===== config.mk =====
export PLATFORM = sky130hd
export DESIGN_NAME = bus_parity_unit
export DESIGN_NICKNAME = d
export VERILOG_FILES = /design/src/rtl/bus_parity_pkg.sv /design/src/rtl/bus_parity_ctl.sv /design/src/rtl/bus_parity_dp.sv /design/src/rtl/bus_parity_unit.sv
export SDC_FILE = /design/constraint.sdc
export NUM_CORES = 1
export LEC_CHECK = 0
export BUFFER_PORTS_ARGS = -buffer_cell sky130_fd_sc_hd__buf_2
export CAP_MARGIN = 40
export CORE_MARGIN = 8
export CORE_UTILIZATION = 36
export DETAILED_ROUTE_END_ITERATION = 8
export PLACE_DENSITY = 0.78
export SETUP_SLACK_MARGIN = 0.2
export SLEW_MARGIN = 20
export SYNTH_ARGS = -nofsm -noshare
export SYNTH_HDL_FRONTEND = slang
export SYNTH_SLANG_ARGS = --single-unit

===== constraint.sdc =====
create_clock -name clk -period 1.1 [get_ports clk]
set_input_delay 0.11 -clock clk [delete_from_list [all_inputs] [get_ports clk]]
set_output_delay 0.11 -clock clk [all_outputs]
set_load 0.03 [all_outputs]

===== src/rtl/bus_parity_pkg.sv =====
package bus_parity_pkg;

  // Per-cycle classification handed from control to datapath.
  typedef struct packed {
    logic wordValid;  // this cycle carries a valid bus word
    logic wordOurs;   // this agent owns that word
  } phaseStrobe_t;

endpackage


===== src/rtl/bus_parity_ctl.sv =====
module bus_parity_ctl
  import bus_parity_pkg::*;
(
  input  logic         clk,
  input  logic         rstN,
  input  logic         frameN,
  input  logic         irdyN,
  input  logic         trdyN,
  input  logic         isMaster,
  input  logic         isWrite,
  output phaseStrobe_t strobe
);

  logic busBusyQ;
  logic busIdle;
  logic addrCycle;
  logic dataValid;
  logic dataOwnerIsMaster;

  assign busIdle   = frameN & irdyN;
  assign addrCycle = ~frameN & ~busBusyQ;

  // Writes qualify on the initiator strobe, reads on the target strobe.
  assign dataValid = busBusyQ & ~busIdle & (isWrite ? ~irdyN : ~trdyN);

  // Writes: initiator owns the data word; reads: target owns it.
  assign dataOwnerIsMaster = isWrite;

  always_ff @(posedge clk or negedge rstN) begin
    if (!rstN) busBusyQ <= 1'b0;
    else       busBusyQ <= ~busIdle;
  end

  always_comb begin
    strobe.wordValid = addrCycle | dataValid;
    if (addrCycle) strobe.wordOurs = isMaster;
    else           strobe.wordOurs = dataOwnerIsMaster ? isMaster : ~isMaster;
  end

endmodule


===== src/rtl/bus_parity_dp.sv =====
module bus_parity_dp
  import bus_parity_pkg::*;
#(
  parameter int AD_W = 32,
  parameter int BE_W = 4
) (
  input  logic            clk,
  input  logic            rstN,
  input  logic [AD_W-1:0] adIn,
  input  logic [BE_W-1:0] cbeIn,
  input  logic            parIn,
  input  phaseStrobe_t    strobe,
  output logic            parOut,
  output logic            parOe,
  output logic            parErr
);

  localparam int WORD_W = AD_W + BE_W;

  logic [WORD_W-1:0] busWord;
  logic              wordParity;
  logic              parQ;
  logic              driveQ;
  logic              checkQ;
  logic              errQ;

  assign busWord    = {cbeIn, adIn};
  assign wordParity = ^busWord;

  always_ff @(posedge clk or negedge rstN) begin
    if (!rstN) begin
      parQ   <= 1'b0;
      driveQ <= 1'b0;
      checkQ <= 1'b0;
      errQ   <= 1'b0;
    end else begin
      parQ   <= wordParity;
      driveQ <= strobe.wordValid & strobe.wordOurs;
      checkQ <= strobe.wordValid & ~strobe.wordOurs;
      errQ   <= checkQ & (parIn ^ parQ);
    end
  end

  assign parOut = parQ;
  assign parOe  = driveQ;
  assign parErr = errQ;

endmodule


===== src/rtl/bus_parity_unit.sv =====
module bus_parity_unit
  import bus_parity_pkg::*;
#(
  parameter int AD_W = 32,
  parameter int BE_W = 4
) (
  input  logic            clk,
  input  logic            rstN,
  input  logic [AD_W-1:0] adIn,
  input  logic [BE_W-1:0] cbeIn,
  input  logic            frameN,
  input  logic            irdyN,
  input  logic            trdyN,
  input  logic            isMaster,
  input  logic            isWrite,
  input  logic            parIn,
  output logic            parOut,
  output logic            parOe,
  output logic            parErr
);

  phaseStrobe_t strobe;

  bus_parity_ctl uCtl (
    .clk      (clk),
    .rstN     (rstN),
    .frameN   (frameN),
    .irdyN    (irdyN),
    .trdyN    (trdyN),
    .isMaster (isMaster),
    .isWrite  (isWrite),
    .strobe   (strobe)
  );

  bus_parity_dp #(.AD_W(AD_W), .BE_W(BE_W)) uDp (
    .clk    (clk),
    .rstN   (rstN),
    .adIn   (adIn),
    .cbeIn  (cbeIn),
    .parIn  (parIn),
    .strobe (strobe),
    .parOut (parOut),
    .parOe  (parOe),
    .parErr (parErr)
  );

endmodule


==> results of run 1 <==
## cells in the mapped netlist (all sizes together), types with 2 or more instances
cell / n
dfrtp: 5
nand2: 2
xnor2: 29
mux2: 2
o22ai: 2
xor2: 5
## path summary, 6_finish.rpt
check                      cells past startpoint  slack (ns)            end     startpoint
min reg2reg                                    1        0.44     uDp.parErr     uDp.checkQ
max reg2reg                                    3        0.18      uDp.parOe  uCtl.busBusyQ
max in group asynchronous                      2        0.76     uDp.checkQ           rstN
min                                            2        0.05  uCtl.busBusyQ          irdyN
min in group asynchronous                      2        0.21     uDp.parErr           rstN
max                                            6       -0.03     uDp.parOut       adIn[15]
## worst max-delay path: stages
cell     delay, ns
buf_2         0.12
xnor2_2       0.18
xnor2_1       0.16
xnor2_1       0.14
xnor3_1       0.42
xnor2_1       0.13
## power by group through the flow
| stage | registers (mW) | logic, mW | clock network (mW) |
|---|---|---|---|
| finish | 0.244 | 0.645 | 0.202 |
| global route | 0.250 | 0.699 | 0.231 |
| CTS | 0.244 | 0.641 | 0.212 |
| detailed placement | 0.242 | 0.590 | 0 |
| global placement | 0.242 | 0.584 | 0 |
| floorplan | 0.301 | 0.383 | 0 |
## layer usage
layer | track usage | part of all wire | vias to the layer above
li1 | - | - | 273
met1 | 0.0797 | 0.33 | 240
met2 | 0.206 | 0.56 | 31
met3 | 0.0303 | 0.11 | 0
met4 | 0.0492 | 0 | 0
met5 | 0 | 0 | -
## kinds of logic (layout without fill, tap and decap cells)
family,after synthesis,in the layout,synth area share
AOI/OAI and AO/OA,3,3,0.0334
xor gates and xnor gates,35,35,0.611
buffers and inverters,0,52,0
DFF,5,5,0.239
muxes,3,3,0.0621
and+or+nand+nor,6,6,0.0549
## cell type report
type	count	area [sq um]
repair buffers	48	254
multi-input cells	47	467
flip-flops and latches	5	125
clock buffers	4	26.3
fillers	128	443
well taps	15	18.8
## state kept, by name, summed over array words and instances, names as in the netlist
register       count
uDp.checkQ         1
uDp.parErr         1
uDp.parOe          1
uCtl.busBusyQ      1
uDp.parOut         1
## repair_timing
item / in CTS / in global routing
endpoints found under the hold margin: 5 / 0
buffers inserted: 1 / 0
endpoints found under the setup margin: 4 / 4
pin swaps: 5 / 1
hold buffers: 1 / 0
gates resized for setup: 8 / 4
## through the flow
step                setup slack [ns]  cells  instance area [sq um]  TNS (ns)  hold slack, ns
floorplan                     -0.101     52                    532    -0.101          -0.186
global placement              -0.246    113                    781    -0.246         -0.0748
detailed placement            -0.273    113                    781    -0.273         -0.0732
CTS                          -0.0137    119                    873   -0.0137          0.0399
global route                 -0.0911    119                    891   -0.0911          0.0326
finish                       -0.0340    119                    891   -0.0340          0.0476
==> metrics, run 1 <==
commonest non-fill, non-tap cell in the layout buf_2; Die Footprint ~0.003 sq mm; vias in the first global route 546; core area 0.00133 sq mm; Async SR Flop Fraction 1.00; DR pass1 iterations 4; Final WS setup -0.0340 ns; total grt overflow 0; WP data arrival between 1 and 1.5 ns; final hold vios 0; Max Fanout on Critical Path 1; vias per cell between 4 and 5; Syn Std Cell Area 524 sq um; NumNets Final about 150; initial antenna violation count 0; H-Tree Depth 1; final setup fails 1; Die Y between 50 and 60 um; fmax slightly below 900 MHz; synth top area cells xnor2_1 48%, dfrtp_1 24%, xor2_1 8.4%; Avg Synthesized Cell Area ~10 sq um; Overall Global Routing Usage 0.0997; GPL Wtd Cong approximately 0.69; num rows 13; post-synthesis instance total 52; Iter 0 DRT Violations 3; worst-case vdd ir drop around 0.82 mV; clk_skew 0.000794 ns; share of post-route cells with drive strength above 1 0.587; Clock Power Share 0.185; P_int 0.745 mW; Distinct cells, synth 13; post-synth top area cell xnor2_1; first-pass GRT wire length between 2000 and 2500 um; Sw Pwr 0.345 mW; total wire length about 1500 um; # DRC 0; Post-Synthesis Net Count 96; Slew Viols, Final 0; Tmin final around 1.1 ns; ANT nets after route 0; crit path launch type input port; Sw Share 0.316; fin util 0.668; clk_lat worst skew 0.24 ns; Seq cells post-synth 5; Gate power share 0.591; PwrDens roughly 1200 mW/mm^2; CTS tree done; CTS max path bufs 2; Final period util 1.03; via count of the routed design ~540; sequential-to-total area share from yosys stat 0.239; Worst Path Required 1.22 ns; area grow syn2layout 69.9%; Post-synth EDFFs 0; max-cap violations 0; overall power between 1 and 1.5 mW; WL/cell ~13 um; Port Buf Inserts 46; CTS sink cnt 5; Lkg Pwr between 0.4 and 0.5 nW; outcome finished with violations; boundary pin count 47; Root Driver clkbuf_4; RSZ-0062 raised after global routing true; Num CTS Buffers 3; Reg clk slew, reported paths 0.04 ns; Flop pwr share 0.223; Die X 54.2 um; largest net degree at the start of global routing 6; Main synth FF type dfrtp_1; Worst-Margin Slew about 0.2 ns; type of the worst min-delay path input port to flop; Worst setup EP type flop; Initial Util 0.393; most frequent cells in the layout 45 x buf_2, 23 x xnor2_1, 6 x xnor2_2; Ys Warns 0; DPL Wire Length between 1000 and 1500 um; critical setup path kind input port to flop; Synth top area share 0.484; number of diodes 0; failing checks negative setup slack; max_slew headroom 0.863
No activity file was read; power rests on OpenSTA's default activity.
==> run 2, diff against run 1 <==
Settings changed: SKIP_LAST_GASP set to 1.
==> run 2 against run 1 <==
  * The flow still finishes with violations (negative setup slack)
  * Sequential share of layout area is 0.12 points higher
  * Sequential power hardly changed
  * Via count up 0.55%
  * Worst hold slack got worse by 0.0026 ns
  * Maximum frequency barely moved
  * Final cell count unchanged
  * Non-clock buffer count did not move
  * Largest cell class unchanged
  * Largest power group unchanged
==> metrics, run 2 (same netlist as run 1, synthesis figures left out) <==
Place WS -0.273 ns; num rows 13; Die X between 50 and 60 um; GPL Wtd Cong 0.690; Slew Viols, Final 0; vias per cell ~4.6; share of post-route cells with drive strength above 1 0.587; reg-to-reg slack, setup between 0.2 and 0.25 ns; NumNets Final 149; Num CTS Buffers 3; vias in the first global route 546; slowest CP cell xnor3_1; Tmin final between 1 and 1.5 ns; most frequent cells in the layout 45 x buf_2, 23 x xnor2_1, 6 x xnor2_2; overall power 1.08 mW; total wire length about 1500 um; Final period util 1.03; max_slew headroom 0.871; critical setup path kind input port to flop; failing checks negative setup slack; commonest non-fill, non-tap cell in the layout buf_2; Crit path max-delay family XOR/XNOR gates; Max Fanout on Critical Path 1; Initial Util 0.393; area grow syn2layout 68.5%; Port Buf Inserts 46; ANT nets after route 0; Final WS setup -0.0346 ns; Worst Path Required 1.22 ns; WL/cell 12.2 um; max incr delay on CP approximately 0.42 ns; boundary pin count between 40 and 50; Root Driver clkbuf_4; via count of the routed design 547; Fill cells about 130; total grt overflow 0; largest net degree at the start of global routing 6; clk_lat worst skew ~0.23 ns; number of diodes 0; Die Y between 50 and 60 um; H-Tree Depth 1; cell mode on critical path xnor2_1; clk_skew 0.00102 ns; Worst setup EP type flop; DR pass1 iterations 4; type of the worst min-delay path input port to flop; CTS max path bufs 2; fmax ~880 MHz; PwrDens ~1200 mW/mm^2; chain of cells forming the critical path buf_2 -> xnor2_2 -> xnor2_1 -> xnor2_1 -> xnor3_1 -> xnor2_1; final setup fails 1; final hold vios 0; initial antenna violation count 0; CTS sink cnt 5; CTS tree done; Worst-Margin Slew 0.188 ns; max-cap violations 0; first-pass GRT wire length roughly 2100 um; outcome finished with violations; DPL Wire Length about 1200 um; Iter 0 DRT Violations 3; WP data arrival about 1.3 ns; RSZ-0062 raised after global routing true; # DRC 0; core area 0.00133 sq mm; worst-case vdd ir drop about 0.8 mV; CP Buf/Inv Count 1; crit path launch type input port; Lkg Pwr roughly 0.43 nW; Overall Global Routing Usage 0.0997; Die Footprint around 0.0029 sq mm; Reg clk slew, reported paths about 0.04 ns
## run 2: cell count changes in the layout (fill, tap and decap cells not counted)
cell and change:
mux2_2 +2, mux2_4 -2
## run 2: through the flow
step	instance area [sq um]	TNS [ns]	std cells	util	hold WS (ns)
detailed placement	781	-0.273	113	0.585	-0.0732
CTS	873	-0.0137	119	0.655	0.0399
global route	883	-0.0911	119	0.662	0.0326
global placement	781	-0.246	113	0.585	-0.0748
floorplan	532	-0.101	52	-	-0.186
finish	883	-0.0346	119	0.662	0.0450
## run 2: final cells by class
type                            count  area, sq um  share of cell area
Clock buffer                        4         26.3              0.0297
Tap cell                           15         18.8              0.0212
Timing Repair Buffer               48          254               0.288
Sequential cell                     5          125               0.142
Multi-Input combinational cell     47          459               0.520
## run 2: worst paths after layout
| check | startpoint | to | depth (start not counted) |
|---|---|---|---|
| worst max-delay path | adIn[15] | uDp.parOut | 6 |
| worst max register to register | uCtl.busBusyQ | uDp.parOe | 3 |
| min in group asynchronous | rstN | uDp.parErr | 2 |
| max in group asynchronous | rstN | uDp.checkQ | 2 |
| worst min-delay path | irdyN | uCtl.busBusyQ | 2 |
| worst min register to register | uDp.checkQ | uDp.parErr | 1 |
## run 2: worst register-to-register path, cell delays in order (launching register included)
cell	delay, ns
dfrtp_1	0.38
nand2_2	0.06
mux2_2	0.27
o22ai_2	0.09
## run 2: power by group
part,switching [mW],internal (mW)
Sequential,0.0192,0.224
Combinational,0.258,0.382
Clock,0.0652,0.136
## run 2: timing repair
item,in CTS,in global routing
hold endpoints to repair,5,0
buffers inserted,1,0
pin swaps,5,1
endpoints found under the setup margin,4,4
hold buffers,1,0
resized for setup,8,2
## run 2: metal layers
metal,share of wire,global-route usage
met1,0.31,0.0797
met2,0.58,0.206
met3,0.11,0.0303
met4,0,0.0492
met5,0,0
